--- src/rtl/dt_pkg.sv ---
package dt_pkg;
  localparam int unsigned BYTE_W   = 8;
  localparam int unsigned PRE_W    = 5;
  localparam int unsigned N_BYTES  = 4;
  localparam int unsigned REG_MODE = 0;
  localparam int unsigned REG_CTRL = 1;
  localparam int unsigned REG_CNT0 = 2;

  typedef enum logic [1:0] {
    MODE_PRESC  = 2'd0,
    MODE_WIDE   = 2'd1,
    MODE_RELOAD = 2'd2,
    MODE_SPLIT  = 2'd3
  } tmr_mode_e;

  typedef struct packed {
    logic      gate;
    logic      ext;
    tmr_mode_e mode;
  } tmr_cfg_t;
endpackage

--- src/rtl/dt_enable.sv ---
module dt_enable (
  input  logic clk,
  input  logic rst_n,
  input  logic tick,
  input  logic run,
  input  logic gate,
  input  logic ext,
  input  logic cnt_pin,
  input  logic gate_pin,
  output logic inc
);
  logic last_q;
  logic fall;

  always_ff @(posedge clk or negedge rst_n) begin
    if (!rst_n)    last_q <= 1'b0;
    else if (tick) last_q <= cnt_pin;
  end

  assign fall = last_q & ~cnt_pin;
  assign inc  = tick & run & (~gate | gate_pin) & (~ext | fall);
endmodule

--- src/rtl/dt_count.sv ---
module dt_count
  import dt_pkg::*;
#(
  parameter int unsigned BW = BYTE_W,
  parameter int unsigned PW = PRE_W
) (
  input  logic [3:0][BW-1:0] cnt_i,
  input  tmr_mode_e          mode0,
  input  tmr_mode_e          mode1,
  input  logic               casc,
  input  logic [1:0]         inc,
  input  logic               split_inc,
  output logic [3:0][BW-1:0] cnt_o,
  output logic [1:0]         carry
);
  localparam int unsigned PAIR_W = 2 * BW + 1;
  localparam int unsigned FULL_W = 4 * BW + 1;

  function automatic logic [PAIR_W-1:0] step(tmr_mode_e m, logic [BW-1:0] lo, logic [BW-1:0] hi);
    logic [PAIR_W-1:0] r;
    logic [PW-1:0]     pre;
    r   = {1'b0, hi, lo};
    pre = lo[PW-1:0];
    case (m)
      MODE_PRESC: begin
        r[PW-1:0] = pre + 1'b1;
        if (&pre) begin
          r[2*BW-1:BW] = hi + 1'b1;
          r[2*BW]      = &hi;
        end
      end
      MODE_WIDE:   r = {1'b0, hi, lo} + PAIR_W'(1);
      MODE_RELOAD: r = (&lo) ? {1'b1, hi, hi} : {1'b0, hi, lo + 1'b1};
      default:     r = {1'b0, hi, lo};
    endcase
    return r;
  endfunction

  logic [PAIR_W-1:0] t0, t1;

  always_comb begin
    cnt_o = cnt_i;
    carry = '0;
    t0    = '0;
    t1    = '0;
    if (casc) begin
      if (inc[0]) {carry[1], cnt_o} = {1'b0, cnt_i} + FULL_W'(1);
    end else begin
      if (mode0 == MODE_SPLIT) begin
        if (inc[0])    {carry[0], cnt_o[0]} = {1'b0, cnt_i[0]} + (BW+1)'(1);
        if (split_inc) {carry[1], cnt_o[1]} = {1'b0, cnt_i[1]} + (BW+1)'(1);
      end else if (inc[0]) begin
        t0       = step(mode0, cnt_i[0], cnt_i[1]);
        carry[0] = t0[2*BW];
        cnt_o[1] = t0[2*BW-1:BW];
        cnt_o[0] = t0[BW-1:0];
      end
      if (mode1 != MODE_SPLIT && inc[1]) begin
        t1       = step(mode1, cnt_i[2], cnt_i[3]);
        carry[1] = carry[1] | t1[2*BW];
        cnt_o[3] = t1[2*BW-1:BW];
        cnt_o[2] = t1[BW-1:0];
      end
    end
  end
endmodule

--- src/rtl/dual_timer.sv ---
module dual_timer
  import dt_pkg::*;
#(
  parameter int unsigned AW = 3
) (
  input  logic              clk,
  input  logic              rst_n,
  input  logic              tick,
  input  logic [1:0]        cnt_pin,
  input  logic [1:0]        gate_pin,
  input  logic [1:0]        ovf_ack,
  input  logic              wr_en,
  input  logic [AW-1:0]     wr_addr,
  input  logic [BYTE_W-1:0] wr_data,
  input  logic [AW-1:0]     rd_addr,
  output logic [BYTE_W-1:0] rd_data,
  output logic [1:0]        ovf
);
  localparam int unsigned BW     = BYTE_W;
  localparam int unsigned N_TMR  = 2;
  localparam logic [AW-1:0] A_MODE = AW'(REG_MODE);
  localparam logic [AW-1:0] A_CTRL = AW'(REG_CTRL);

  logic [BW-1:0]         mode_q;
  logic [N_TMR-1:0]      run_q;
  logic                  casc_q;
  logic [3:0][BW-1:0]    cnt_q, cnt_nx;
  logic [1:0]            ovf_q, carry;
  logic [N_TMR-1:0]      inc;
  tmr_cfg_t              cfg [N_TMR];
  logic                  t1_wr;

  always_comb begin
    for (int i = 0; i < N_TMR; i++) cfg[i] = tmr_cfg_t'(mode_q[4*i +: 4]);
  end

  generate
    for (genvar g = 0; g < N_TMR; g++) begin : g_en
      dt_enable u_en (
        .clk      (clk),
        .rst_n    (rst_n),
        .tick     (tick),
        .run      (run_q[g]),
        .gate     (cfg[g].gate),
        .ext      (cfg[g].ext),
        .cnt_pin  (cnt_pin[g]),
        .gate_pin (gate_pin[g]),
        .inc      (inc[g])
      );
    end
  endgenerate

  dt_count #(.BW(BW), .PW(PRE_W)) u_cnt (
    .cnt_i     (cnt_q),
    .mode0     (cfg[0].mode),
    .mode1     (cfg[1].mode),
    .casc      (casc_q),
    .inc       (inc),
    .split_inc (tick & run_q[1]),
    .cnt_o     (cnt_nx),
    .carry     (carry)
  );

  always_ff @(posedge clk or negedge rst_n) begin
    if (!rst_n) begin
      mode_q <= '0;
      run_q  <= '0;
      casc_q <= 1'b0;
      cnt_q  <= '0;
      ovf_q  <= '0;
    end else begin
      cnt_q <= cnt_nx;
      for (int k = 0; k < N_BYTES; k++)
        if (wr_en && wr_addr == AW'(REG_CNT0 + k)) cnt_q[k] <= wr_data;
      if (wr_en && wr_addr == A_MODE) mode_q <= wr_data;
      if (wr_en && wr_addr == A_CTRL) begin
        run_q  <= wr_data[1:0];
        casc_q <= wr_data[2];
      end
      ovf_q <= carry | (ovf_q & ~ovf_ack);
    end
  end

  always_comb begin
    rd_data = '0;
    if (rd_addr == A_MODE)      rd_data = mode_q;
    else if (rd_addr == A_CTRL) rd_data = {{(BW-3){1'b0}}, casc_q, run_q};
    else
      for (int k = 0; k < N_BYTES; k++)
        if (rd_addr == AW'(REG_CNT0 + k)) rd_data = cnt_q[k];
  end

  assign ovf   = ovf_q;
  assign t1_wr = wr_en && (wr_addr == AW'(REG_CNT0 + 2) || wr_addr == AW'(REG_CNT0 + 3));

  AST_FLAG_SET_ON_CARRY: assert property (@(posedge clk) disable iff (!rst_n)
    carry[0] |=> ovf[0]);
  AST_FLAG_ACK_CLEAR: assert property (@(posedge clk) disable iff (!rst_n)
    (ovf_ack[1] && !carry[1]) |=> !ovf[1]);
  AST_SPLIT_T1_HALT: assert property (@(posedge clk) disable iff (!rst_n)
    (!casc_q && cfg[1].mode == MODE_SPLIT && !t1_wr)
      |=> (cnt_q[2] == $past(cnt_q[2]) && cnt_q[3] == $past(cnt_q[3])));
  AST_WRITE_WINS: assert property (@(posedge clk) disable iff (!rst_n)
    (wr_en && wr_addr == AW'(REG_CNT0)) |=> cnt_q[0] == $past(wr_data));
  AST_IDLE_HOLD: assert property (@(posedge clk) disable iff (!rst_n)
    (!tick && !wr_en) |=> $stable(cnt_q));
  AST_CASC_NO_T0_FLAG: assert property (@(posedge clk) disable iff (!rst_n)
    (casc_q && ovf_ack[0]) |=> !ovf[0]);
endmodule

--- config.mk ---
export PLATFORM = sky130hd
export DESIGN_NAME = dual_timer
export DESIGN_NICKNAME = d
export VERILOG_FILES = /design/src/rtl/dt_pkg.sv /design/src/rtl/dt_enable.sv /design/src/rtl/dt_count.sv /design/src/rtl/dual_timer.sv
export SDC_FILE = /design/constraint.sdc
export NUM_CORES = 1
export LEC_CHECK = 0
export ABC_AREA = 1
export CORE_MARGIN = 4
export CORE_UTILIZATION = 61
export CTS_CLUSTER_SIZE = 30
export DETAILED_ROUTE_END_ITERATION = 7
export PLACE_DENSITY = 0.82
export SLEW_MARGIN = 20
export SYNTH_ARGS = -nofsm -noshare
export SYNTH_HDL_FRONTEND = slang
export SYNTH_SLANG_ARGS = --single-unit
--- constraint.sdc ---
create_clock -name clk -period 2.9 [get_ports clk]
set_clock_uncertainty 0.2 [all_clocks]
set_input_delay 0.725 -clock clk [delete_from_list [all_inputs] [get_ports clk]]
set_output_delay 0.725 -clock clk [all_outputs]
set_load 0.005 [all_outputs]
==> impl_metrics.py <==
metrics = {
    "synthesis": {
        "netlist_area_um2": 4880,
        "syn_nets": 863,
        "synth_cells": 826,
        "synth_seq_cells": 47,
        "syn_area_per_cell_um2": 5.90,
        "yosysSeqAreaShare": 0.241,
        "yosysWarnings": 0,
        "synth.distinct_cells": 40,
    },
    "global_routing": {
        "grt_usage": 0.368,
        "grt_pass1_wl_um": 28100,
        "grt_remaining_overflow": 0,
        "first_global_vias": 5541,
        "antenna_found_initial": 0,
        "grt_max_degree": 30,
    },
    "cells_and_area": {
        "final_area_um2": 5580,
        "mostFrequentLayoutCell": "nand2_1",
        "syn_to_final_growth_pct": 14.3,
        "final_cell_mix": "279 x nand2_1, 100 x nand3_1, 94 x inv_1",
        "fillers": 709,
        "drive_gt1_frac": 0.102,
        "diodes": 0,
        "fin_nets": 911,
    },
    "pwr": {
        "leakagePower_nw": 2.80,
        "ir_drop_mv": 0.422,
        "power.density_nw_per_um2": 624,
    },
    "setup_path": {
        "worstReg2RegEnd": "cnt_q[5]",
        "path_max_fanout": 6,
        "r2r_slack_ps": 370,
        "cp-end-kind": "output pin",
        "r2r_cells": 7,
        "worst_ep_required_time_ps": 1980,
        "path_class": "in2out",
        "r2r_start": "mode_q[0]",
        "worstSetupStartpointType": "input port",
        "critPathArrivalTime_ps": 1850,
    },
    "place": {
        "hpwl_um": 13700,
        "placed_area_um2": 5380,
        "portBuffers": 33,
        "globalplace.congestion": 1.04,
    },
    "route": {
        "wl_per_cell_um": 18.2,
        "dr.pass1.iters": 6,
        "via_count": 5975,
        "wl_um": 17800,
        "viasPerCell": 6.12,
        "drc": 0,
        "ant_nets": 0,
        "detail_route.iter0.violations": 940,
    },
    "die": {
        "die_h_um": 97.4,
        "pin_count": 34,
        "die_area_um2": 9490,
        "coreArea_um2": 7770,
        "die_x_um": 97.4,
        "std_cell_rows": 32,
        "initial_core_util": 0.628,
    },
    "cts": {
        "cts_tree": "done",
        "cts_made_buffers": 5,
        "clkTransAtPathRegs_ps": 100,
        "tritoncts_num_sinks": 47,
        "cts-root-buf": "clkbuf_8",
        "cts_htree_levels": 2,
        "clock_path_buffers": 2,
        "clk_latency_ps": 320,
    },
    "sta": {
        "worst_pin_slew_ps": 1070,
        "period_minus_slack_ps": 2770,
        "finalHoldViolations": 0,
        "hold_ws_ps": 120,
        "max_slew_margin": 0.274,
        "grt_setup_unrepaired": "no",
        "max_freq_mhz": 360,
        "setup_tns_ps": 0,
        "maxSlewViolCount": 0,
        "setup_viol": 0,
        "post-route-period-util": 0.957,
    },
    "flow_run": {
        "cap_violations": 0,
    },
    "run_status": {
        "outcome": "completed",
    },
    "hold_path": {
        "hp-class": "in2async",
    },
}
## how the worst max path moves through the flow
stage,startpoint,endpoint,slack [ps],depth (start not counted)
6_report,rd_addr[2],rd_data[1],130,8
5_1_grt,rd_addr[2],rd_data[1],50,8
4_1_cts,rd_addr[2],rd_data[5],10,8
3_5_place_dp,rd_addr[0],rd_data[3],-580,8
3_3_place_gp,rd_addr[0],rd_data[5],-510,8
2_1_floorplan,rd_addr[0],rd_data[4],460,7
## cell type report
type / count / area, µm² / share of cell area
Clock inverter: 2 / 60.1 / 0.0108
Inverter: 104 / 390 / 0.0700
Tap cell: 102 / 128 / 0.0229
Timing Repair Buffer: 58 / 485 / 0.0871
Clock buffer: 6 / 72.6 / 0.0130
Multi-Input combinational cell: 658 / 3260 / 0.585
Sequential cell: 47 / 1180 / 0.211
## sequential cells by signal (all words and copies together) (netlist names)
register,count
mode_q,8
cnt_q,32
g_en.u_en.last_q,2
casc_q,1
run_q,2
ovf,2
## synth_stat cells (all sizes together)
library cell | instances | area (µm²)
a211oi | 2 | 15.0
a21boi | 1 | 7.51
a21oi | 28 | 151
a31o | 1 | 8.76
and3 | 1 | 6.26
buf | 12 | 82.6
clkbuf | 6 | 22.5
clkinv | 1 | 3.75
dfrtp | 47 | 1180
ha | 13 | 163
inv | 103 | 387
nand2 | 292 | 1130
nand3 | 103 | 528
nand4 | 8 | 50.1
nor2 | 99 | 468
nor3 | 3 | 20.0
o2111ai | 3 | 26.3
o211ai | 7 | 62.6
o21a | 1 | 7.51
o21ai | 64 | 320
o21bai | 1 | 7.51
o221ai | 1 | 8.76
o22ai | 15 | 93.8
o311ai | 1 | 8.76
xor2 | 13 | 121
## per-stage QoR
step                std cells  setup WS, ps  utilization  total power [mW]
floorplan                 826           461            -              2.21
global placement          964          -512        0.693              2.75
detailed placement        964          -577        0.693              2.80
CTS                       978          14.5        0.720              3.39
global route              977          52.9        0.718              3.69
finish                    977           126        0.718              3.48
## timing repair
item                                   in CTS  in global routing
pin swaps                                   3                  2
setup buffers                               5                  0
endpoints found under the hold margin       0                  0
gates cloned                                1                  0
hold buffers                                0                  0
resized for setup                          36                  8
setup endpoints to repair                   8                  6
## cell families after synthesis
family                     after synthesis  share of synthesized area
buffers and inverters                  122                      0.102
AOI/OAI and AO/OA                      125                      0.147
adders and majority gates               13                     0.0334
xor gates and xnor gates                13                     0.0249
DFF                                     47                      0.241
and+or+nand+nor                        506                      0.452
## power breakdown
part	switching, mW	internal (mW)	leakage, nW	total (mW)
Sequential	0.369	0.854	0.612	1.22
Clock	0.248	0.345	0.0654	0.593
Combinational	1.09	0.573	2.12	1.66
Total	1.71	1.77	2.80	3.48
## metal layers
metal	vias up	global-route usage	share of wire
li1	2770	-	-
met1	2697	0.516	0.40
met2	439	0.544	0.42
met3	69	0.0933	0.14
met4	0	0.143	0.042
met5	-	0	0
## critical path: stages
cell	delay, ps
clkdlybuf4s15_1	200
inv_2	130
nand3_4	90
buf_4	170
o22ai_1	130
nor2_1	60
o2111ai_1	80
dlygate4sd2_1	270
No activity file was read; power rests on OpenSTA's default activity.
